### src/rtl/rxq_pkg.sv
package rxq_pkg;
    localparam int ID_W   = 29;
    localparam int LEN_W  = 4;
    localparam int DATA_W = 64;
    localparam int NFLT   = 8;
    localparam int HIT_W  = $clog2(NFLT);

    typedef struct packed {
        logic [ID_W-1:0]   id;
        logic              ext;
        logic [LEN_W-1:0]  len;
        logic [DATA_W-1:0] data;
        logic [HIT_W-1:0]  hit;
    } rxq_frame_t;
endpackage

### src/rtl/rxq_filter.sv
module rxq_filter
    import rxq_pkg::*;
(
    input  logic [NFLT-1:0][31:0] tbl,
    input  logic [31:0]           mask,
    input  logic [ID_W-1:0]       id,
    input  logic                  ext,
    output logic                  hit,
    output logic [HIT_W-1:0]      hit_idx
);
    logic [ID_W-1:0] key;
    logic [NFLT-1:0] match;

    assign key = ext ? id : {{(ID_W-11){1'b0}}, id[10:0]};

    for (genvar i = 0; i < NFLT; i++) begin : g_ent
        assign match[i] = (tbl[i][31] == ext) &&
                          (((key ^ tbl[i][ID_W:1]) & mask[ID_W:1]) == '0);
    end

    always_comb begin
        hit     = |match;
        hit_idx = '0;
        for (int i = NFLT-1; i >= 0; i--) begin
            if (match[i]) hit_idx = HIT_W'(i);
        end
    end
endmodule

### src/rtl/rxq_queue.sv
module rxq_queue
    import rxq_pkg::*;
#(
    parameter int DEPTH = 6,
    localparam int PTR_W = $clog2(DEPTH),
    localparam int CNT_W = $clog2(DEPTH+1)
) (
    input  logic             clk,
    input  logic             rst_n,
    input  logic             push,
    input  logic             pop,
    input  rxq_frame_t       wdata,
    output rxq_frame_t       head,
    output logic [CNT_W-1:0] cnt,
    output logic             full
);
    typedef struct packed {
        rxq_frame_t [DEPTH-1:0] mem;
        logic [PTR_W-1:0]       wp;
        logic [PTR_W-1:0]       rp;
        logic [CNT_W-1:0]       cnt;
    } q_t;

    q_t q_d, q_q;

    function automatic logic [PTR_W-1:0] nxt(input logic [PTR_W-1:0] p);
        return (p == PTR_W'(DEPTH-1)) ? '0 : p + 1'b1;
    endfunction

    always_comb begin
        q_d = q_q;
        if (push) begin
            q_d.mem[q_q.wp] = wdata;
            q_d.wp          = nxt(q_q.wp);
        end
        if (pop) q_d.rp = nxt(q_q.rp);
        if (push && !pop)      q_d.cnt = q_q.cnt + 1'b1;
        else if (pop && !push) q_d.cnt = q_q.cnt - 1'b1;
    end

    always_ff @(posedge clk or negedge rst_n) begin
        if (!rst_n) q_q <= '0;
        else        q_q <= q_d;
    end

    assign head = q_q.mem[q_q.rp];
    assign cnt  = q_q.cnt;
    assign full = (q_q.cnt == CNT_W'(DEPTH));

    a_r9_no_push_when_full: assert property (@(posedge clk) disable iff (!rst_n)
        (full && !pop) |-> !push);
    a_r6_pop_needs_frame: assert property (@(posedge clk) disable iff (!rst_n)
        pop |-> (cnt != '0));
    a_r6_fill_bounded: assert property (@(posedge clk) disable iff (!rst_n)
        cnt <= CNT_W'(DEPTH));
    a_r11_fill_kept: assert property (@(posedge clk) disable iff (!rst_n)
        (push && pop) |=> (cnt == $past(cnt)));
endmodule

### src/rtl/rxq_filter_fifo.sv
module rxq_filter_fifo
    import rxq_pkg::*;
#(
    parameter int DEPTH    = 6,
    parameter int WARN_LVL = 5,
    localparam int CNT_W   = $clog2(DEPTH+1)
) (
    input  logic              clk,
    input  logic              rst_n,
    input  logic              frm_valid,
    input  logic [ID_W-1:0]   frm_id,
    input  logic              frm_ext,
    input  logic [LEN_W-1:0]  frm_len,
    input  logic [DATA_W-1:0] frm_data,
    input  logic              frm_mbx_hit,
    input  logic              flt_we,
    input  logic [HIT_W-1:0]  flt_idx,
    input  logic [31:0]       flt_wdata,
    input  logic              msk_we,
    input  logic [31:0]       msk_wdata,
    input  logic              imask_we,
    input  logic [2:0]        imask_wdata,
    input  logic              flag_clr_we,
    input  logic [2:0]        flag_clr,
    output logic [ID_W-1:0]   rd_id,
    output logic              rd_ext,
    output logic [LEN_W-1:0]  rd_len,
    output logic [DATA_W-1:0] rd_data,
    output logic [HIT_W-1:0]  rd_hit,
    output logic [2:0]        flags,
    output logic              irq,
    output logic              frm_to_mbx
);
    typedef struct packed {
        logic [NFLT-1:0][31:0] tbl;
        logic [31:0]           mask;
        logic [2:0]            imask;
        logic                  warn;
        logic                  ovf;
        logic                  to_mbx;
    } ctl_t;

    ctl_t ctl_d, ctl_q;

    logic             hit, full, push, pop, reject;
    logic [HIT_W-1:0] hit_idx;
    logic [CNT_W-1:0] cnt;
    rxq_frame_t       wfrm, head;

    rxq_filter i_filter (
        .tbl(ctl_q.tbl), .mask(ctl_q.mask), .id(frm_id), .ext(frm_ext),
        .hit(hit), .hit_idx(hit_idx)
    );

    assign pop    = flag_clr_we && flag_clr[0] && (cnt != '0);
    assign push   = frm_valid && hit && (!full || pop);
    assign reject = frm_valid && hit && full && !pop;
    assign wfrm   = '{id: frm_id, ext: frm_ext, len: frm_len, data: frm_data, hit: hit_idx};

    rxq_queue #(.DEPTH(DEPTH)) i_queue (
        .clk(clk), .rst_n(rst_n), .push(push), .pop(pop), .wdata(wfrm),
        .head(head), .cnt(cnt), .full(full)
    );

    always_comb begin
        ctl_d = ctl_q;
        if (flt_we)   ctl_d.tbl[flt_idx] = flt_wdata;
        if (msk_we)   ctl_d.mask = msk_wdata;
        if (imask_we) ctl_d.imask = imask_wdata;
        if (flag_clr_we && flag_clr[1]) ctl_d.warn = 1'b0;
        if (flag_clr_we && flag_clr[2]) ctl_d.ovf  = 1'b0;
        if (push && !pop && cnt == CNT_W'(WARN_LVL-1)) ctl_d.warn = 1'b1;
        if (reject) ctl_d.ovf = 1'b1;
        ctl_d.to_mbx = reject && frm_mbx_hit;
    end

    always_ff @(posedge clk or negedge rst_n) begin
        if (!rst_n) begin
            ctl_q      <= '0;
            ctl_q.mask <= '1;
        end else begin
            ctl_q <= ctl_d;
        end
    end

    assign rd_id      = head.id;
    assign rd_ext     = head.ext;
    assign rd_len     = head.len;
    assign rd_data    = head.data;
    assign rd_hit     = head.hit;
    assign flags      = {ctl_q.ovf, ctl_q.warn, cnt != '0};
    assign irq        = |(flags & ctl_q.imask);
    assign frm_to_mbx = ctl_q.to_mbx;

    a_r9_overflow_sets: assert property (@(posedge clk) disable iff (!rst_n)
        reject |=> flags[2]);
    a_r10_handoff_pulse: assert property (@(posedge clk) disable iff (!rst_n)
        (reject && frm_mbx_hit) |=> frm_to_mbx);
    a_r10_no_stray_handoff: assert property (@(posedge clk) disable iff (!rst_n)
        !reject |=> !frm_to_mbx);
    a_r8_warn_at_level: assert property (@(posedge clk) disable iff (!rst_n)
        $rose(flags[1]) |-> (cnt == CNT_W'(WARN_LVL)));
    a_r11_no_ovf_on_swap: assert property (@(posedge clk) disable iff (!rst_n)
        (push && pop && !flags[2] && !reject) |=> !flags[2]);
endmodule

### config.mk
export PLATFORM = sky130hd
export DESIGN_NAME = rxq_filter_fifo
export DESIGN_NICKNAME = d
export VERILOG_FILES = /design/src/rtl/rxq_pkg.sv /design/src/rtl/rxq_filter.sv /design/src/rtl/rxq_queue.sv /design/src/rtl/rxq_filter_fifo.sv
export SDC_FILE = /design/constraint.sdc
export NUM_CORES = 2
export LEC_CHECK = 0
export ABC_AREA = 1
export CORE_MARGIN = 5
export CORE_UTILIZATION = 30
export CTS_CLUSTER_SIZE = 12
export DETAILED_ROUTE_END_ITERATION = 8
export PLACE_DENSITY_LB_ADDON = 0.15
export SYNTH_ARGS = -nofsm -noshare
export SYNTH_HDL_FRONTEND = slang
export SYNTH_SLANG_ARGS = --single-unit
export TNS_END_PERCENT = 100
### constraint.sdc
create_clock -name clk -period 3.7 [get_ports clk]
set_input_delay 0.555 -clock clk [delete_from_list [all_inputs] [get_ports clk]]
set_output_delay 0.555 -clock clk [all_outputs]
set_load 0.005 [all_outputs]
==> results.txt <==
status: completed
vias: 37.1k
Final Max Tran Viols: 0
# rows: 137
total die area: 149000 um^2
clk root buf: clkbuf_16
worst-case clock buffer depth: 3
CP peak stage delay: 0.59 ns
worst hold slack: 0.227 ns
Rel. slew slack: 33.7%
DR pass1 iterations: 6
DRC errors left: 0
Layout area overhead: 25.4%
Cells after Synth: 5487
Pwr per Cell Area: 624 nW/um^2
Avg WL per Cell: 19.4 um
Max IR drop VDD: 554 uV
sw power: 11.6 mW
RSZ-0062 raised after global routing: yes
max cap viols: 0
Area contributors post-synth: dfrtp_1 (51%), nand2_1 (21%), o21ai_0 (7.2%)
Num CTS Buffers: 107
Final period util: 97.0%
Critical Path RT: 3.14 ns
CP Cell Sequence: inv_6 > buf_12 > nor2_1 > o221ai_1 > clkdlybuf4s50_1
antenna viol nets, final: 0
dominant cell type by area after synthesis: dfrtp_1
Worst Skew: 0.0279 ns
post-DP HPWL: 94800 um
Synth Warn #: 0
Leak: 26.4 nW
vias in the first global route: 36.3k
internal power: 21.5 mW
Core ar.: 140000 um^2
vias per inst: 4.77
# IOs: 285
gr usage total: 20.1%
crit path max fanout: 38
CP endpoint kind: output pin
antenna violations before repair: 4
sequential power share: 36.2%
worst hold path type: input port to flop
min Tclk post-route: 3.59 ns
Final Hold Fails: 0
Final nets: 5984
global-route wire length before repair: 230000 um
worst slew pin tran: 0.994 ns
Distinct cells, synth: 35
share of cells above drive strength 1: 9.51%
Clock transition at path regs: 0.06 ns
WP data arrival: 3.03 ns
CTS H-Tree Depth: 3
switch share: 35.0%
drt total wl: 151000 um
Fmax achieved: 0.279 GHz
Seq cells post-synth: 890
synthesized area: 42300 um^2
top cell type's share of synthesized area: 50.9%
die height: 386 um
maximum number of pins on one net before global-route repair: 140
WS Path Type: flop to output pin
Synth Net Count: 5668
Setup-failing EPs final: 0
Worst-Skew Late Latency: 0.73 ns
Logic pwr share: 31.8%
grt total ovfl: 0
sequential element share of the synthesized area: 52.7%
post-layout utilization of the core: 37.9%
DIE WIDTH: 386 um
slowest CP cell: clkdlybuf4s50_1
GPL Wtd Cong: 0.799
Avg Synthesized Cell Area: 7.71 um^2
Clock Sinks: 890
Initial Utilization: 30.3%
clock share of power: 32.0%
CP startpoint kind: flop
CTS tree: done
1st-iter DRT viols: 2629
PortBufs: 279
state kept, by name, indices dropped and copies added (netlist names):
signal and cells:
frm_to_mbx 1, i_queue.q_q 612, flags 2, ctl_q 272
i_queue.cnt 3
cell usage after synthesis:
library cell  number
nor3_1             2
nor2_1           283
nor2_2             4
inv_4              1
nand4_1            3
xnor2_1            9
ha_1               1
a22oi_1          100
inv_1            337
nand2_2           11
nand3_4            1
buf_1             23
o22ai_1            3
a32o_1             1
buf_4             49
nand3_1          248
nand3b_1           1
dfstp_2           29
buf_2             71
clkbuf_1         216
mux2_2            20
dfrtp_1          861
o211ai_1           2
nor2_4             1
xor2_1             3
a31oi_1            1
a21oi_1          149
o21ai_0          611
o221ai_1          98
mux2i_1            1
or2_2              5
o21ai_1            6
nand2_1         2330
inv_2              5
fa_1               1
final cells by class:
class / instances / area (um^2)
antenna: 1 / 2.50
clock buffer: 166 / 3190
clock inverter: 27 / 312
fill: 14600 / 86800
inverter: 343 / 1330
multi-input combinational: 3895 / 17300
sequential: 890 / 22300
tap: 1876 / 2350
timing repair buffer: 566 / 6230
routing by layer:
metal | part of all wire (%) | wire [um] | track usage (%)
met2 | 47 | 70600 | 33.3
met1 | 46 | 69600 | 27.7
met4 | 2.0 | 3070 | 4.32
met3 | 5.0 | 7580 | 3.41
met5 | 0.020 | 30 | 0
stage by stage:
| stage | area, um^2 | total power [mW] | TNS [ns] | cells | setup slack [ns] |
|---|---|---|---|---|---|
| 5_1_grt | 53100 | 35.1 | -0.00746 | 7763 | -0.00746 |
| 3_3_place_gp | 49300 | 22.4 | -2.85 | 7566 | -0.220 |
| 3_5_place_dp | 49300 | 22.5 | -5.87 | 7566 | -0.239 |
| 4_1_cts | 53000 | 33.5 | -0.00634 | 7762 | -0.00634 |
| 2_1_floorplan | 42300 | 16.8 | 0 | 5487 | 0.594 |
| 6_report | 53100 | 33.1 | 0 | 7764 | 0.111 |
power by group through the flow:
stage	combinational, mW	clock [mW]	sequential [mW]
after floorplan	4.94	0	11.9
after global placement	10.3	0	12.1
after detailed placement	10.4	0	12.1
after CTS	10.5	10.9	12.0
after global routing	11.6	11.3	12.2
final	10.5	10.6	12.0
worst max-delay path: cells and delay by family (launching register included):
family	cells	cell delay (ns)
compound gates	1	0.33
simple gates	1	0.07
flops	1	0.56
buf+inv	3	1.29
worst paths after layout:
kind | from | to | slack, ns | depth (start not counted)
worst max-delay path | i_queue.q_q[3] | rd_data[22] | 0.11 | 5
worst min-delay path | msk_we | ctl_q[14] | 0.23 | 3
worst max register to register | ctl_q[14] | i_queue.cnt[2] | 0.62 | 19
worst min register to register | i_queue.q_q[61] | i_queue.q_q[61] | 0.46 | 2
max in group asynchronous | rst_n | ctl_q[29] | 2.18 | 3
min in group asynchronous | rst_n | i_queue.q_q[388] | 0.56 | 2
cells by family after synthesis:
| family | share of synthesized area (%) |
|---|---|
| AND/OR/NAND/NOR | 26.6 |
| AO/OA/AOI/OAI | 13.0 |
| flip-flops | 52.7 |
| buffers and inverters | 6.88 |
| multiplexers | 0.556 |
| XOR/XNOR | 0.248 |
| adder cells (fa/ha/maj) | 0.0769 |
cell usage in the layout, fill, tap and decap left out, drive strengths merged, types with 2 or more instances in the layout:
master	instances
inv	346
clkinv	14
dlygate4sd2	3
clkbuf	167
dfstp	29
clkinvlp	4
nor3	2
o21ai	617
o22ai	3
dfrtp	861
clkdlybuf4s50	268
nand2	2341
nor2	288
nand3	249
a21oi	149
or2	5
bufinv	6
xnor2	9
xor2	3
nand4	3
a22oi	100
o211ai	2
buf	288
o221ai	98
mux2	20
dlymetal6s2s	5
timing repair:
action,in CTS,in global routing
endpoints found under the setup margin,69,12
cloned,0,1
endpoints found under the hold margin,53,0
hold buffers,1,0
gates resized for setup,23,13
buffers inserted,2,0
No activity file was read; power rests on OpenSTA's default activity.
